[src/rtl/tft_strobe_pkg.sv]
`timescale 1ns/1ps
package tft_strobe_pkg;

    typedef enum logic [1:0] {
        SEQ_IDLE     = 2'd0,
        SEQ_REV      = 2'd1,
        SEQ_REV_LINE = 2'd2,
        SEQ_ALL      = 2'd3
    } seq_state_e;

    localparam int unsigned NUM_CH   = 5;
    localparam int unsigned CH_REV   = 0;
    localparam int unsigned CH_LINE  = 1;
    localparam int unsigned CH_START = 2;
    localparam int unsigned CH_FRAME = 3;
    localparam int unsigned CH_SCLR  = 4;

    function automatic int unsigned ch_period(input int unsigned ch,
                                              input int unsigned cpl,
                                              input int unsigned nl);
        case (ch)
            CH_REV:   return 2 * cpl;
            CH_FRAME: return cpl * nl;
            default:  return cpl;
        endcase
    endfunction

    function automatic int unsigned ch_width(input int unsigned ch,
                                             input int unsigned cpl,
                                             input int unsigned sw);
        case (ch)
            CH_REV:   return cpl;
            CH_FRAME: return 2 * cpl;
            CH_SCLR:  return sw;
            default:  return 1;
        endcase
    endfunction

    function automatic bit ch_act_low(input int unsigned ch);
        return (ch == CH_SCLR);
    endfunction

endpackage

[src/rtl/strobe_chan.sv]
`timescale 1ns/1ps
module strobe_chan #(
    parameter int unsigned CW      = 17,
    parameter int unsigned PERIOD  = 303,
    parameter int unsigned WIDTH   = 1,
    parameter bit          ACT_LOW = 1'b0
) (
    input  logic          clk,
    input  logic          rst_n,
    input  logic          run,
    output logic [CW-1:0] cnt,
    output logic          strobe
);
    localparam logic [CW-1:0] LAST  = CW'(PERIOD - 1);
    localparam logic [CW-1:0] WID_C = CW'(WIDTH);

    logic active;

    always_ff @(posedge clk or negedge rst_n) begin
        if (!rst_n) begin
            cnt <= '0;
        end else if (!run) begin
            cnt <= '0;
        end else if (cnt == LAST) begin
            cnt <= '0;
        end else begin
            cnt <= cnt + 1'b1;
        end
    end

    always_comb begin
        active = run && (cnt < WID_C);
        strobe = ACT_LOW ? ~active : active;
    end

    // Counter never leaves its period window
    assert_cnt_range_R1: assert property (@(posedge clk) disable iff (!rst_n)
        cnt <= LAST);

    // A stopped channel restarts from phase zero
    assert_stop_clear_R9: assert property (@(posedge clk) disable iff (!rst_n)
        !run |=> cnt == '0);

endmodule

[src/rtl/start_seq.sv]
`timescale 1ns/1ps
module start_seq
    import tft_strobe_pkg::*;
#(
    parameter int unsigned CW       = 17,
    parameter int unsigned REV_THR  = 11,
    parameter int unsigned LINE_THR = 3
) (
    input  logic              clk,
    input  logic              rst_n,
    input  logic              en,
    input  logic [CW-1:0]     rev_cnt,
    input  logic [CW-1:0]     line_cnt,
    output logic [NUM_CH-1:0] run
);
    localparam logic [CW-1:0] REV_T  = CW'(REV_THR);
    localparam logic [CW-1:0] LINE_T = CW'(LINE_THR);

    seq_state_e state, state_nxt;

    always_ff @(posedge clk or negedge rst_n) begin
        if (!rst_n) state <= SEQ_IDLE;
        else        state <= state_nxt;
    end

    always_comb begin
        state_nxt = state;
        unique case (state)
            SEQ_IDLE:     if (en) state_nxt = SEQ_REV;
            SEQ_REV: begin
                if (!en)                  state_nxt = SEQ_IDLE;
                else if (rev_cnt > REV_T) state_nxt = SEQ_REV_LINE;
            end
            SEQ_REV_LINE: begin
                if (!en)                    state_nxt = SEQ_IDLE;
                else if (line_cnt >= LINE_T) state_nxt = SEQ_ALL;
            end
            SEQ_ALL:      if (!en) state_nxt = SEQ_IDLE;
            default:      state_nxt = SEQ_IDLE;
        endcase
    end

    always_comb begin
        run = '0;
        unique case (state)
            SEQ_IDLE:     run = '0;
            SEQ_REV:      run[CH_REV] = 1'b1;
            SEQ_REV_LINE: begin
                run[CH_REV]  = 1'b1;
                run[CH_LINE] = 1'b1;
            end
            SEQ_ALL:      run = '1;
            default:      run = '0;
        endcase
    end

    // Line channel starts only after reversal counter exceeded threshold
    assert_line_after_rev_R7: assert property (@(posedge clk) disable iff (!rst_n)
        $rose(run[CH_LINE]) |-> ($past(rev_cnt) > REV_T));

    // Late channels start only after line counter reached threshold
    assert_late_after_line_R7: assert property (@(posedge clk) disable iff (!rst_n)
        $rose(run[CH_START]) |-> ($past(line_cnt) >= LINE_T));

    // Start order is never inverted
    assert_order_R7: assert property (@(posedge clk) disable iff (!rst_n)
        run[CH_START] |-> (run[CH_LINE] && run[CH_REV]));

    // Enable low always returns to idle
    assert_drop_idle_R9: assert property (@(posedge clk) disable iff (!rst_n)
        !en |=> state == SEQ_IDLE);

endmodule

[src/rtl/tft_strobe_gen.sv]
`timescale 1ns/1ps
module tft_strobe_gen
    import tft_strobe_pkg::*;
#(
    parameter int unsigned PIX_CLK_HZ  = 6_000_000,
    parameter int unsigned FRAME_HZ    = 60,
    parameter int unsigned VIS_LINES   = 320,
    parameter int unsigned BLANK_LINES = 9,
    parameter int unsigned ACT_PIX     = 240,
    parameter int unsigned PRE_PIX     = 8,
    parameter int unsigned REV_THR     = 11,
    parameter int unsigned LINE_THR    = 3
) (
    input  logic clk,
    input  logic rst_n,
    input  logic en,
    output logic line_pulse,
    output logic start_pulse,
    output logic frame_pulse,
    output logic sclr_n,
    output logic rev
);
    localparam int unsigned NL         = VIS_LINES + BLANK_LINES;
    localparam int unsigned CPL        = PIX_CLK_HZ / FRAME_HZ / NL;
    localparam int unsigned SW         = ACT_PIX + PRE_PIX;
    localparam int unsigned FRAME_CLKS = CPL * NL;
    localparam int unsigned CW         = $clog2(FRAME_CLKS + 1);
    localparam logic [CW-1:0] CPL_C    = CW'(CPL);

    logic [CW-1:0]     cnt [NUM_CH];
    logic [NUM_CH-1:0] strobe;
    logic [NUM_CH-1:0] run;

    start_seq #(
        .CW       (CW),
        .REV_THR  (REV_THR),
        .LINE_THR (LINE_THR)
    ) u_seq (
        .clk      (clk),
        .rst_n    (rst_n),
        .en       (en),
        .rev_cnt  (cnt[CH_REV]),
        .line_cnt (cnt[CH_LINE]),
        .run      (run)
    );

    for (genvar g = 0; g < NUM_CH; g++) begin : g_ch
        strobe_chan #(
            .CW      (CW),
            .PERIOD  (ch_period(g, CPL, NL)),
            .WIDTH   (ch_width(g, CPL, SW)),
            .ACT_LOW (ch_act_low(g))
        ) u_chan (
            .clk    (clk),
            .rst_n  (rst_n),
            .run    (run[g]),
            .cnt    (cnt[g]),
            .strobe (strobe[g])
        );
    end

    assign rev         = strobe[CH_REV];
    assign line_pulse  = strobe[CH_LINE];
    assign start_pulse = strobe[CH_START];
    assign frame_pulse = strobe[CH_FRAME];
    assign sclr_n      = strobe[CH_SCLR];

    // Line pulse lasts one clock
    assert_line_single_R2: assert property (@(posedge clk) disable iff (!rst_n)
        line_pulse |=> !line_pulse);

    // Start pulse lasts one clock
    assert_start_single_R3: assert property (@(posedge clk) disable iff (!rst_n)
        start_pulse |=> !start_pulse);

    // Disabled channels park inactive
    assert_idle_quiet_R9: assert property (@(posedge clk) disable iff (!rst_n)
        !en |=> (!line_pulse && !start_pulse && !frame_pulse && sclr_n && !rev));

    // Late channels share line phase
    assert_aligned_R10: assert property (@(posedge clk) disable iff (!rst_n)
        run[CH_START] |-> ((cnt[CH_START] == cnt[CH_SCLR]) &&
                           ((cnt[CH_FRAME] % CPL_C) == cnt[CH_START])));

    // Frame pulse rises only on a start pulse
    assert_frame_phase_R10: assert property (@(posedge clk) disable iff (!rst_n)
        $rose(frame_pulse) |-> start_pulse);

endmodule

[config.mk]
export PLATFORM = sky130hd
export DESIGN_NAME = tft_strobe_gen
export DESIGN_NICKNAME = d
export VERILOG_FILES = /design/src/rtl/tft_strobe_pkg.sv /design/src/rtl/strobe_chan.sv /design/src/rtl/start_seq.sv /design/src/rtl/tft_strobe_gen.sv
export SDC_FILE = /design/constraint.sdc
export NUM_CORES = 1
export LEC_CHECK = 0
export ABC_AREA = 1
export BUFFER_PORTS_ARGS = -buffer_cell sky130_fd_sc_hd__buf_2
export CAP_MARGIN = 10
export CORE_MARGIN = 2
export CORE_UTILIZATION = 53
export CTS_CLUSTER_SIZE = 14
export DETAILED_ROUTE_END_ITERATION = 7
export GPL_ROUTABILITY_DRIVEN = 0
export HOLD_SLACK_MARGIN = 0.1
export PLACE_DENSITY = 0.81
export SYNTH_ARGS = -nofsm -noshare
export SYNTH_HDL_FRONTEND = slang
export SYNTH_SLANG_ARGS = --single-unit
[constraint.sdc]
create_clock -name clk -period 2.1 [get_ports clk]
set_clock_uncertainty 0.05 [all_clocks]
set_input_delay 0.21 -clock clk [delete_from_list [all_inputs] [get_ports clk]]
set_output_delay 0.21 -clock clk [all_outputs]
set_load 0.01 [all_outputs]
# --- Word level (Yosys, flattened, before mapping) ---
# Cells that the tools add are included.
word_totals:
  register_bits: 87
  in_bits: 3
  out_inout_bits: 5
  elab_cells: 60
classes:
  addsub: 5
  order_cmp: 7
  n_eq_ne: 12
  muxes: 20
  bitwise: 1
  reduce_logical: 9
ops:
  columns: ["op", "n"]
  rows:
  - ["$mux W17", 10]
  - ["$add A17 B1 Y17 const B", 5]
  - ["$eq A17 B9 Y1 const B", 3]
  - ["$lt A17 B1 Y1 const B", 2]
  - ["$eq A17 B10 Y1 const B", 1]
  - ["$eq A17 B17 Y1 const B", 1]
  - ["$ge A17 B2 Y1 const B", 1]
  - ["$gt A17 B4 Y1 const B", 1]
  - ["$lt A17 B10 Y1 const B", 1]
  - ["$lt A17 B8 Y1 const B", 1]
  - ["$lt A17 B9 Y1 const B", 1]
  - ["$mux W2", 6]
  - ["$pmux W2 S4", 1]
  - ["$ne A3 B2 Y1 const B", 2]
  - ["$logic_and A1 B1 Y1", 5]
  - ["$eq A2 B2 Y1 const B", 2]
  - ["$ne A2 B2 Y1 const B", 2]
  - ["$reduce_and A4 Y1", 1]
  - ["$mux W3", 1]
  - ["$reduce_or A3 Y1", 1]
  - ["$eq A2 B1 Y1 const B", 1]
  - ["$logic_not A2 Y1", 1]
  - ["$pmux W1 S2", 1]
  - ["$reduce_or A2 Y1", 1]
  - ["2 further kinds", 2]

# --- Logic depth before layout (Yosys ltp) ---
# Gate-level depths: netlist of run 1.
depth:
  word_depth: 4
  depth_mapped: 10

# --- Cells and area by module ---
# Synthesis of run 1 repeated with hierarchy kept, for this count alone.
hier_totals:
  cells_unflattened: 761
  hier_area_um2: 5398.9
modules_own_cells:
  columns: ["module", "instances", "cells_per_inst", "area_each_um2", "seq_area_each_um2"]
  rows:
  - ["strobe_chan at g_ch[1].u_chan ...", 2, 142, 1018.5, 425.4]
  - ["strobe_chan at g_ch[0].u_chan", 1, 151, 1034.7, 425.4]
  - ["strobe_chan at g_ch[3].u_chan", 1, 132, 1029.7, 425.4]
  - ["strobe_chan at g_ch[4].u_chan", 1, 138, 996.0, 425.4]
  - ["start_seq", 1, 56, 301.5, 50.0]

# --- Worst setup path before layout of run 1 ---
# No wires, ideal clock.
synth_path:
  path_type: "register -> register"
  start: "reg g_ch[3].u_chan.cnt[0]"
  end: "reg g_ch[3].u_chan.cnt[9]"
  setup_ns: 0.119
  arrival_time_ns: 1.327
  setup_slack_ns: 0.604
  path_stages_with_launch: 9
  synth_period_minus_slack_ns: 1.496
  cell_sequence: "dfrtp_1 > inv_1 > ha_1 > nand4_1 > or2_1 > o21ai_4 > inv_2 > nand2_1 > nor2_1"
synth_via:
  elab_chain_len: 3
  elab_cells_between_ends: 4
synth_rtl:
  columns: ["item", "line", "rtl"]
  rows:
  - ["start, declared", "strobe_chan.sv:11", "output logic [CW-1:0] cnt,"]
  - ["start signal, assigned", "strobe_chan.sv:27", "cnt <= cnt + 1'b1;"]
  - ["$add A17 B1 Y17 or $eq A17 B17 Y1 (tied branches)", "strobe_chan.sv:27, strobe_chan.sv:24", null]
  - ["$mux W17 (*)", "strobe_chan.sv:24", "end else if (cnt == LAST) begin"]
  - ["$mux W17 (*)", "strobe_chan.sv:22", "end else if (!run) begin"]
# Mark *: on every way between the ends. The rest lies on a longest branch, timed or not.
# A chain may end at the register's enable or synchronous reset.

# --- Worst setup path after layout of run 1 ---
layout_path:
  start: "reg g_ch[0].u_chan.cnt[4]"
  end: "out rev"
layout_via:
  elab_chain_len: 2
layout_rtl:
  columns: ["item", "line", "rtl"]
  rows:
  - ["start, declared", "strobe_chan.sv:11", null]
  - ["start signal, assigned", "strobe_chan.sv:27", null]
  - ["$lt A17 B9 Y1", "strobe_chan.sv:32", "active = run && (cnt < WID_C);"]
  - ["$logic_and A1 B1 Y1", "strobe_chan.sv:32", null]
  - ["end, declared", "tft_strobe_gen.sv:21", "output logic rev"]
# No other way between the ends.

==> results of run 1 <==
[cell families after synthesis]
family,count (synthesis)
AOI/OAI and AO/OA,23
xor gates and xnor gates,43
buffers and inverters,88
DFF,87
and+or+nand+nor,430
adders and majority gates,10
[synth_stat cells, types with 5 or more instances]
cell type | instances | area, sq um
sky130_fd_sc_hd__nor3_2 | 5 | 50.1
sky130_fd_sc_hd__inv_1 | 78 | 293
sky130_fd_sc_hd__nand3_1 | 45 | 225
sky130_fd_sc_hd__ha_1 | 10 | 125
sky130_fd_sc_hd__nand2_1 | 120 | 450
sky130_fd_sc_hd__nor4_1 | 8 | 50.1
sky130_fd_sc_hd__nand4_1 | 18 | 113
sky130_fd_sc_hd__xor2_1 | 38 | 333
sky130_fd_sc_hd__nor3b_1 | 6 | 45.0
sky130_fd_sc_hd__o21ai_0 | 6 | 30.0
sky130_fd_sc_hd__nor2_2 | 5 | 31.3
sky130_fd_sc_hd__nor2_1 | 176 | 661
sky130_fd_sc_hd__dfrtp_1 | 87 | 2180
sky130_fd_sc_hd__a21oi_1 | 12 | 60.1
sky130_fd_sc_hd__xnor2_1 | 5 | 43.8
sky130_fd_sc_hd__nor3_1 | 37 | 185
[sequential cells by signal, summed over array words and instances, names as in the netlist]
signal / cells
g_ch.u_chan.cnt: 85
u_seq.state: 2
[path summary, 6_finish.rpt]
path / start / cells past startpoint / endpoint / slack, ps
max: g_ch[0].u_chan.cnt[4] / 6 / rev / 160
min: en / 5 / u_seq.state[0] / 150
max reg2reg: g_ch[1].u_chan.cnt[0] / 9 / g_ch[1].u_chan.cnt[12] / 380
min reg2reg: g_ch[0].u_chan.cnt[0] / 1 / g_ch[0].u_chan.cnt[0] / 440
max in group asynchronous: rst_n / 3 / g_ch[2].u_chan.cnt[7] / 1130
min in group asynchronous: rst_n / 2 / g_ch[0].u_chan.cnt[6] / 260
[stage by stage]
stage,worst slack [ps],std cells,hold slack (ps),cell area (sq um)
3_5_place_dp,418,815,107,5270
2_1_floorplan,604,681,-136,5060
4_1_cts,103,832,138,5570
6_report,158,832,153,5590
5_1_grt,46.6,832,206,5590
3_3_place_gp,495,815,103,5270
[metal layers]
metal	vias to the layer above	routed length [um]	part of all wire
met5	-	0	0
met2	125	5310	0.49
met4	0	255	0.024
met1	2063	4710	0.44
met3	25	489	0.045
li1	2189	-	-
[what timing repair did]
item	CTS	global route
setup endpoints to repair	0	4
gates resized for setup	0	3
hold buffers	1	0
endpoints found under the hold margin	66	0
[worst reg2reg max path, delay by kind of cell, from the launching register on]
kind | cells | cell delay [ps]
XOR/XNOR | 1 | 150
adder cells (fa/ha/maj) | 1 | 270
buffers and inverters | 1 | 60
flip-flops | 1 | 460
AND/OR/NAND/NOR | 6 | 610
[final cells by class]
type	count	area share
Inverter	82	0.0551
Sequential cell	87	0.390
Multi-Input combinational cell	506	0.458
Tap cell	129	0.0289
Clock inverter	7	0.0300
Timing Repair Buffer	12	0.0161
Clock buffer	9	0.0222
[power by group through the flow]
stage	sequential [mW]	clock [mW]	combinational (mW)
2_1_floorplan	1.85	0	0.499
3_3_place_gp	1.87	0	0.674
3_5_place_dp	1.89	0	0.692
4_1_cts	1.85	1.69	0.697
5_1_grt	1.87	1.76	0.800
6_report	1.86	1.66	0.695
==> qor.txt, run 1 <==
dominant delay contributor by cell family on the critical path -> flip-flops
port bufs -> 7
compound-gate portion of the synthesized area -> 0.0297
pin count of the biggest net entering global routing -> 42
net switching power figure -> 1.20 mW
Row Count -> 35
dominant combinational cell family by area after synthesis -> simple AND/OR/NAND/NOR gates
commonest non-fill, non-tap cell in the layout -> sky130_fd_sc_hd__nor2_1
total setup buffers inserted after CTS -> 0
maximum buffer depth of the clock tree -> 2
Yosys warning count -> 0
met3 track demand over resource -> 0.0518
share of synthesized cell area in full adder, half adder and majority cells -> 0.0247
timing-limited maximum frequency -> 515 MHz
static leakage -> 2.36 nW
Startpoint Class -> register
wire length reported by the detailed router -> 10.8 mm
clk sinks -> 87
critical path type -> reg2out
clock tree from TritonCTS -> built
synthesized netlist cell count -> 681
DRC violations left -> 0
Initial DRT Pass Iterations -> 5
pin slew with the least headroom to its limit -> 378 ps
remaining global-route overflow -> 0
area growth from synthesis to layout -> 10.5%
top library cells by usage in the layout, fill and taps aside -> sky130_fd_sc_hd__nor2_1, sky130_fd_sc_hd__nand2_1, sky130_fd_sc_hd__dfrtp_1
primary flip-flop cell chosen by synthesis mapping -> sky130_fd_sc_hd__dfrtp_1
CP endpoint kind -> output port
via count of the first global-routing pass -> 4447
post-detail-place hpwl -> 7.83 mm
IR Drop Worst-Case VDD -> 426 uV
setup-violating endpoint count in the final report -> 0
Util after Layout -> 0.604
vias per inst -> 5.29
slowest CP cell -> sky130_fd_sc_hd__dfrtp_1
outcome -> completed
power per cell area -> 754 nW/um^2
async set or reset register ratio after synthesis -> 1.00
GRT busiest layer -> met2
vias post-DR -> 4402
RSZ-0062 raised after global routing -> false
met2 Usage GRT -> 0.394
Clock power frac -> 0.394
register area share after synthesis -> 0.431
cell-by-cell listing of the critical path -> inv_1 -> o21ai_0 -> nand2_1 -> a21oi_1 -> nor4_1 -> buf_2
slowest stage delay, CP -> 420 ps
Post-Synthesis Cell Area -> 5060 sq um
Final nets -> 711
fraction of final layout cells sized beyond drive strength 1 -> 0.0768
maximum net fanout on the critical path -> 5
post-route antenna net violation count -> 0
Post-Syn Area per Cell -> 7.42 sq um
sw frac -> 0.285
number of failing hold endpoints at the final stage -> 0
multiplexer area fraction after synthesis -> 0
internal power -> 3.01 mW
Die Span X -> 102 um
global router's overall resource usage -> 0.233
part of the power in combinational logic -> 0.165
count of boundary I/O pins -> 8
data arrival at the endpoint of the critical path -> 1680 ps
total area of multi-input combinational cells -> 2560 sq um
library cells used by synthesis -> 30
Iter 0 DRT Violations -> 241
met1 demand-to-capacity share in global routing -> 0.288
Skew-Pair Late Insertion Delay -> 360 ps
area taken by flip-flops and latches -> 2180 sq um
# diodes -> 0
synthesized-area fraction occupied by and/or/nand/nor cells -> 0.374
Design Power -> 4.21 mW
initial antenna violation count -> 0
Max Slew Vio Count -> 0
path class of the lowest-slack min-delay path -> in2reg
DIE HEIGHT -> 102 um
number of buffers created by CTS -> 9
xor and xnor area share after synthesis -> 0.0745
Req. time, crit path -> 1840 ps
Clock Root Buffer -> sky130_fd_sc_hd__clkbuf_8
Die Area -> 10300 sq um
initial core utilization -> 0.547
max-cap violation count -> 0
number of flip-flops and latches in the synthesized netlist -> 87
total negative setup slack -> 0 ps
nets in the synthesized netlist -> 694
number of enable flip-flop cells after synthesis -> 0
total buffers and inverters traversed by the critical path -> 2
clock transition at the registers of the reported paths -> 90 ps
CTS H-Tree Depth -> 3
Core Area -> 9240 sq um
sequential fraction of design power -> 0.441
first-pass GRT wire length -> 19.2 mm
average detailed-routed wire length per instance -> 12.9 um
Filler cells -> 781
period utilisation layout -> 0.925
slew margin rel. -> 0.746
final period demand of the worst path -> 1940 ps
No activity file was read; power rests on OpenSTA's default activity.
==> run 2, diff against run 1 <==
==> constraint.sdc (replaced) <==
create_clock -name clk -period 2.1 [get_ports clk]
set_clock_uncertainty 0.05 [all_clocks]
set_input_delay 0.21 -clock clk [delete_from_list [all_inputs] [get_ports clk]]
set_output_delay 0.21 -clock clk [all_outputs]
set_load 0.02 [all_outputs]
==> run 2 against run 1 <==
Against the previous run:
- utilization fell by 0.92 points
- flip-flop and latch count unchanged
- via count rose by 0.43%
- setup slack worse by 29 ps
- wire length is 2.6% lower
- sequential power barely moved
- die area unchanged
- non-clock buffer count shrank 1
- critical path type unchanged
- largest cell class unchanged
- largest power group unchanged
- highest routed layer unchanged
==> qor.txt, run 2 (same netlist as run 1, synthesis figures left out) <==
Final WS setup -> 129 ps (was 158 ps)
instance area after placement -> 5260 sq um (was 5270 sq um)
Top Registers -> g_ch.u_chan.cnt (85), u_seq.state (2) (unchanged)
data arrival at the endpoint of the critical path -> 1710 ps (was 1680 ps)
slew margin rel. -> 0.687 (was 0.746)
clk sinks -> 87 (unchanged)
period utilisation layout -> 0.939 (was 0.925)
number of failing hold endpoints at the final stage -> 0 (unchanged)
Die Area -> 10300 sq um (unchanged)
RSZ-0062 raised after global routing -> false (unchanged)
highest routing layer actually used -> met4 (unchanged)
Iter 0 DRT Violations -> 257 (was 241)
post-route antenna net violation count -> 0 (unchanged)
critical path type -> reg2out (unchanged)
Worst Hold Slack -> 155 ps (was 153 ps)
port bufs -> 7 (unchanged)
M1 WL -> 4.74 mm (was 4.71 mm)
max-cap violation count -> 0 (unchanged)
Req. time, crit path -> 1840 ps (about the same)
cell count after placement -> 814 (was 815)
Clock Root Buffer -> sky130_fd_sc_hd__clkbuf_8 (unchanged)
Initial DRT Pass Iterations -> 5 (unchanged)
via count of the first global-routing pass -> 4246 (was 4447)
Core Area -> 9240 sq um (unchanged)
static leakage -> 2.32 nW (was 2.36 nW)
top library cells by usage in the layout, fill and taps aside -> sky130_fd_sc_hd__nor2_1, sky130_fd_sc_hd__nand2_1, sky130_fd_sc_hd__dfrtp_1 (unchanged)
met3 wire length -> 399 um (was 489 um)
maximum buffer depth of the clock tree -> 2 (unchanged)
initial core utilization -> 0.547 (unchanged)
pin slew with the least headroom to its limit -> 470 ps (was 378 ps)
routed length on met2 -> 5.14 mm (was 5.31 mm)
number of buffers created by CTS -> 9 (unchanged)
fraction of final layout cells sized beyond drive strength 1 -> 0.0685 (was 0.0768)
Design Power -> 3.93 mW (was 4.21 mW)
Max Slew Vio Count -> 0 (unchanged)
Finished Layout Cells -> 830 (was 832)
Setup Slack @ Placement -> 437 ps (was 418 ps)
Startpoint Class -> register (unchanged)
register with the most flip-flops -> g_ch.u_chan.cnt (unchanged)
CTS H-Tree Depth -> 3 (unchanged)
vias per inst -> 5.33 (was 5.29)
timing-limited maximum frequency -> 507 MHz (was 515 MHz)
initial antenna violation count -> 0 (unchanged)
clock tree from TritonCTS -> built (unchanged)
Util after Layout -> 0.595 (was 0.604)
Row Count -> 35 (unchanged)
vias post-DR -> 4421 (was 4402)
area growth from synthesis to layout -> 8.79% (was 10.5%)
first-pass GRT wire length -> 18.2 mm (was 19.2 mm)
Finished Cell Area -> 5500 sq um (was 5590 sq um)
Die Span X -> 102 um (unchanged)
outcome -> completed (unchanged)
final period demand of the worst path -> 1970 ps (was 1940 ps)
Skew-Pair Late Insertion Delay -> 350 ps (was 360 ps)
count of boundary I/O pins -> 8 (unchanged)
average detailed-routed wire length per instance -> 12.6 um (was 12.9 um)
wire length reported by the detailed router -> 10.5 mm (was 10.8 mm)
global router's overall resource usage -> 0.217 (was 0.233)
remaining global-route overflow -> 0 (unchanged)
CP endpoint kind -> output port (unchanged)
post-detail-place hpwl -> 7.86 mm (was 7.83 mm)
IR Drop Worst-Case VDD -> 470 uV (was 426 uV)
path class of the lowest-slack min-delay path -> in2reg (unchanged)
Final nets -> 710 (was 711)
# diodes -> 0 (unchanged)
DRC violations left -> 0 (unchanged)
Filler cells -> 789 (was 781)
commonest non-fill, non-tap cell in the layout -> sky130_fd_sc_hd__nor2_1 (unchanged)
total negative setup slack -> 0 ps (unchanged)
max reg flops -> 85 (unchanged)
pin count of the biggest net entering global routing -> 53 (was 42)
clock transition at the registers of the reported paths -> 80 ps (was 90 ps)
power per cell area -> 714 nW/um^2 (was 754 nW/um^2)
maximum net fanout on the critical path -> 6 (was 5)
setup-violating endpoint count in the final report -> 0 (unchanged)
DIE HEIGHT -> 102 um (unchanged)
[run 2: cell types whose count changed in the layout (fill, tap and decap cells not counted), sizes merged]
cell	delta
buf	-1
inv	-1
bufinv	-2
clkbuf	+2
[run 2: worst paths after layout]
check,startpoint,end,slack [ps],cells after the start
setup / recovery,g_ch[1].u_chan.cnt[9],line_pulse,130,6
hold / removal,en,u_seq.state[0],160,5
setup reg to reg,g_ch[1].u_chan.cnt[0],g_ch[1].u_chan.cnt[12],430,9
hold reg to reg,g_ch[0].u_chan.cnt[0],g_ch[0].u_chan.cnt[0],440,1
max in group asynchronous,rst_n,u_seq.state[1],1060,3
min in group asynchronous,rst_n,g_ch[1].u_chan.cnt[3],290,2
[run 2: what timing repair did]
item,4_1_cts,5_1_grt
hold endpoints to repair,35,0
setup endpoints to repair,0,2
buffers inserted,0,0
resized for setup,0,1
hold buffers,1,0
[run 2: critical path: stages (launching register included)]
cell                      delay, ps
sky130_fd_sc_hd__dfrtp_1        460
sky130_fd_sc_hd__nor2_1         130
sky130_fd_sc_hd__nand2_1         60
sky130_fd_sc_hd__nor2_1         140
sky130_fd_sc_hd__nand2_1         60
sky130_fd_sc_hd__nor4_1         280
sky130_fd_sc_hd__buf_2          240
[run 2: per-layer routing]
metal / vias up / track usage
met3: 16 / 0.0304
li1: 2190 / -
met1: 2106 / 0.275
met5: - / 0
met4: 0 / 0.0852
met2: 109 / 0.377
[run 2: cell type report]
| class | count | area, sq um | share of cell area |
|---|---|---|---|
| repair buffers | 11 | 82.6 | 0.0150 |
| flip-flops and latches | 87 | 2180 | 0.396 |
| clock inverters | 4 | 95.1 | 0.0173 |
| inverters | 82 | 308 | 0.0560 |
| clock buffers | 11 | 131 | 0.0239 |
| well taps | 129 | 161 | 0.0293 |
| multi-input cells | 506 | 2540 | 0.462 |
[run 2: where the power goes]
group          leakage, nW  switching (mW)  internal [mW]
clock                0.113           0.566          0.784
sequential            1.21          0.0981           1.75
combinational         1.00           0.508          0.216
total                 2.32            1.17           2.75
==> run 3, diff against run 2 <==
--- a/config.mk
+++ b/config.mk
@@ -6,7 +6,7 @@
 export NUM_CORES = 1
 export LEC_CHECK = 0
 export ABC_AREA = 1
-export BUFFER_PORTS_ARGS = -buffer_cell sky130_fd_sc_hd__buf_2
+export BUFFER_PORTS_ARGS = -buffer_cell sky130_fd_sc_hd__buf_4
 export CAP_MARGIN = 10
 export CORE_MARGIN = 2
 export CORE_UTILIZATION = 53
==> run 3 against run 2 <==
Against the previous run:
- sequential power hardly changed
- clock-buffer cell count shrank 2
- final cell count grew 0.12%
- non-clock buffer count is the same
- combinational power rose by 5.8%
- first-iteration DRC count grew 9.3%
- die area is the same
- global-route usage grew 1.4 points
- hold slack improved by 1.1 ps
- via count down 1.2%
- highest routed layer unchanged
==> qor.txt, run 3 (same netlist as run 1, synthesis figures left out) <==
Startpoint Class -> register (unchanged)
path class of the lowest-slack min-delay path -> in2reg (unchanged)
max-cap violation count -> 0 (unchanged)
static leakage -> 2.33 nW (was 2.32 nW)
via count of the first global-routing pass -> 4459 (was 4246)
Finished Cell Area -> 5530 sq um (was 5500 sq um)
port bufs -> 7 (unchanged)
Final WS setup -> 101 ps (was 129 ps)
Initial DRT Pass Iterations -> 5 (unchanged)
vias per inst -> 5.25 (was 5.33)
register-to-register path setup slack -> 370 ps (was 430 ps)
CP endpoint kind -> output port (unchanged)
critical path type -> reg2out (unchanged)
Setup Slack @ Placement -> 401 ps (was 437 ps)
Filler cells -> 806 (was 789)
IR Drop Worst-Case VDD -> 390 uV (was 470 uV)
Req. time, crit path -> 1840 ps (about the same)
launching point of the worst reg2reg path -> g_ch[1].u_chan.cnt[0] (unchanged)
net switching power figure -> 1.27 mW (was 1.17 mW)
# diodes -> 0 (unchanged)
Die Area -> 10300 sq um (unchanged)
internal power -> 2.68 mW (was 2.75 mW)
initial core utilization -> 0.547 (unchanged)
final period demand of the worst path -> 2000 ps (was 1970 ps)
remaining global-route overflow -> 0 (unchanged)
global router's overall resource usage -> 0.232 (was 0.217)
number of buffers created by CTS -> 9 (unchanged)
Finished Layout Cells -> 831 (was 830)
sequential fraction of design power -> 0.470 (was 0.472)
clock tree from TritonCTS -> built (unchanged)
outcome -> completed (unchanged)
clk sinks -> 87 (unchanged)
Worst Hold Slack -> 156 ps (was 155 ps)
worst hold path startpoint -> en (unchanged)
cell count after placement -> 814 (unchanged)
timing-limited maximum frequency -> 500 MHz (was 507 MHz)
average detailed-routed wire length per instance -> 12.8 um (was 12.6 um)
CP startpoint -> g_ch[0].u_chan.cnt[0] (was g_ch[1].u_chan.cnt[9])
sw frac -> 0.322 (was 0.298)
CTS H-Tree Depth -> 3 (unchanged)
Skew-Pair Late Insertion Delay -> 360 ps (was 350 ps)
fraction of final layout cells sized beyond drive strength 1 -> 0.0741 (was 0.0685)
vias post-DR -> 4366 (was 4421)
Clock Root Buffer -> sky130_fd_sc_hd__clkbuf_8 (unchanged)
count of boundary I/O pins -> 8 (unchanged)
Util after Layout -> 0.598 (was 0.595)
DIE HEIGHT -> 102 um (unchanged)
initial antenna violation count -> 0 (unchanged)
total negative setup slack -> 0 ps (unchanged)
total setup buffers inserted after CTS -> 0 (unchanged)
Top Registers -> g_ch.u_chan.cnt (85), u_seq.state (2) (unchanged)
wire length reported by the detailed router -> 10.7 mm (was 10.5 mm)
pin count of the biggest net entering global routing -> 58 (was 53)
area growth from synthesis to layout -> 9.35% (was 8.79%)
Final nets -> 710 (unchanged)
part of the power in combinational logic -> 0.193 (was 0.184)
RSZ-0062 raised after global routing -> false (unchanged)
setup-violating endpoint count in the final report -> 0 (unchanged)
post-detail-place hpwl -> 7.81 mm (was 7.86 mm)
slew margin rel. -> 0.730 (was 0.687)
data arrival at the endpoint of the critical path -> 1740 ps (was 1710 ps)
Max Slew Vio Count -> 0 (unchanged)
Row Count -> 35 (unchanged)
instance area after placement -> 5280 sq um (was 5260 sq um)
first-pass GRT wire length -> 19.3 mm (was 18.2 mm)
clock transition at the registers of the reported paths -> 90 ps (was 80 ps)
power per cell area -> 715 nW/um^2 (was 714 nW/um^2)
Design Power -> 3.96 mW (was 3.93 mW)
maximum buffer depth of the clock tree -> 2 (unchanged)
commonest non-fill, non-tap cell in the layout -> sky130_fd_sc_hd__nor2_1 (unchanged)
pin slew with the least headroom to its limit -> 403 ps (was 470 ps)
max reg flops -> 85 (unchanged)
post-route antenna net violation count -> 0 (unchanged)
top library cells by usage in the layout, fill and taps aside -> sky130_fd_sc_hd__nor2_1, sky130_fd_sc_hd__nand2_1, sky130_fd_sc_hd__dfrtp_1 (unchanged)
Iter 0 DRT Violations -> 281 (was 257)
Core Area -> 9240 sq um (unchanged)
Clock power frac -> 0.337 (was 0.344)
number of failing hold endpoints at the final stage -> 0 (unchanged)
register with the most flip-flops -> g_ch.u_chan.cnt (unchanged)
DRC violations left -> 0 (unchanged)
Die Span X -> 102 um (unchanged)
period utilisation layout -> 0.952 (was 0.939)
maximum net fanout on the critical path -> 4 (was 6)
## run 3: changes by cell type in the layout (fill, tap and decap cells not counted)
cell	previous run	this run
sky130_fd_sc_hd__clkinv_2	1	0
sky130_fd_sc_hd__buf_2	6	0
sky130_fd_sc_hd__nor4_1	8	7
sky130_fd_sc_hd__nand2_4	0	1
sky130_fd_sc_hd__buf_4	3	9
sky130_fd_sc_hd__bufinv_16	3	2
sky130_fd_sc_hd__nor4_2	0	1
sky130_fd_sc_hd__inv_8	0	1
sky130_fd_sc_hd__inv_6	0	1
sky130_fd_sc_hd__nand2_2	4	3
sky130_fd_sc_hd__clkbuf_1	2	0
sky130_fd_sc_hd__clkinv_4	0	2
sky130_fd_sc_hd__clkinvlp_4	0	1
## run 3: cell type report
type	count	area, sq um	area share
tap	129	161	0.0292
inverter	82	308	0.0557
timing repair buffer	11	97.6	0.0177
sequential	87	2180	0.394
multi-input combinational	506	2550	0.462
clock buffer	9	124	0.0224
clock inverter	7	105	0.0190
## run 3: timing repair
action                                  in CTS  in global routing
endpoints found under the setup margin       0                  4
gates resized for setup                      0                  3
hold buffers                                 1                  0
hold endpoints to repair                    30                  0
## run 3: worst max-delay path, stage by stage (launching register included)
cell and delay, ps:
sky130_fd_sc_hd__dfrtp_1 420, sky130_fd_sc_hd__nand2_1 180, sky130_fd_sc_hd__o21ai_0 140, sky130_fd_sc_hd__nand2_1 80, sky130_fd_sc_hd__a21oi_1 70, sky130_fd_sc_hd__nor4_1 280
sky130_fd_sc_hd__buf_4 210
## run 3: power by group through the flow
| stage | clock network (mW) | registers (mW) | logic (mW) |
|---|---|---|---|
| after global routing | 1.44 | 1.88 | 0.864 |
| after global placement | 0 | 1.87 | 0.727 |
| after CTS | 1.36 | 1.85 | 0.766 |
| after detailed placement | 0 | 1.88 | 0.755 |
| final | 1.33 | 1.86 | 0.765 |
| after floorplan | 0 | 1.85 | 0.527 |
## run 3: metal layers
| layer | part of all wire | up-vias | track usage |
|---|---|---|---|
| met1 | 0.45 | 2035 | 0.292 |
| met2 | 0.49 | 119 | 0.398 |
| li1 | - | 2194 | - |
| met3 | 0.048 | 18 | 0.0490 |
| met5 | 0 | - | 0 |
| met4 | 0.014 | 0 | 0.0728 |
## run 3: worst paths after layout
path,cells after the start,endpoint
worst min-delay path,5,u_seq.state[0]
min in group asynchronous,2,g_ch[1].u_chan.cnt[5]
worst max register to register,9,g_ch[1].u_chan.cnt[12]
worst max-delay path,6,rev
worst min register to register,1,g_ch[4].u_chan.cnt[0]
max in group asynchronous,3,g_ch[4].u_chan.cnt[0]
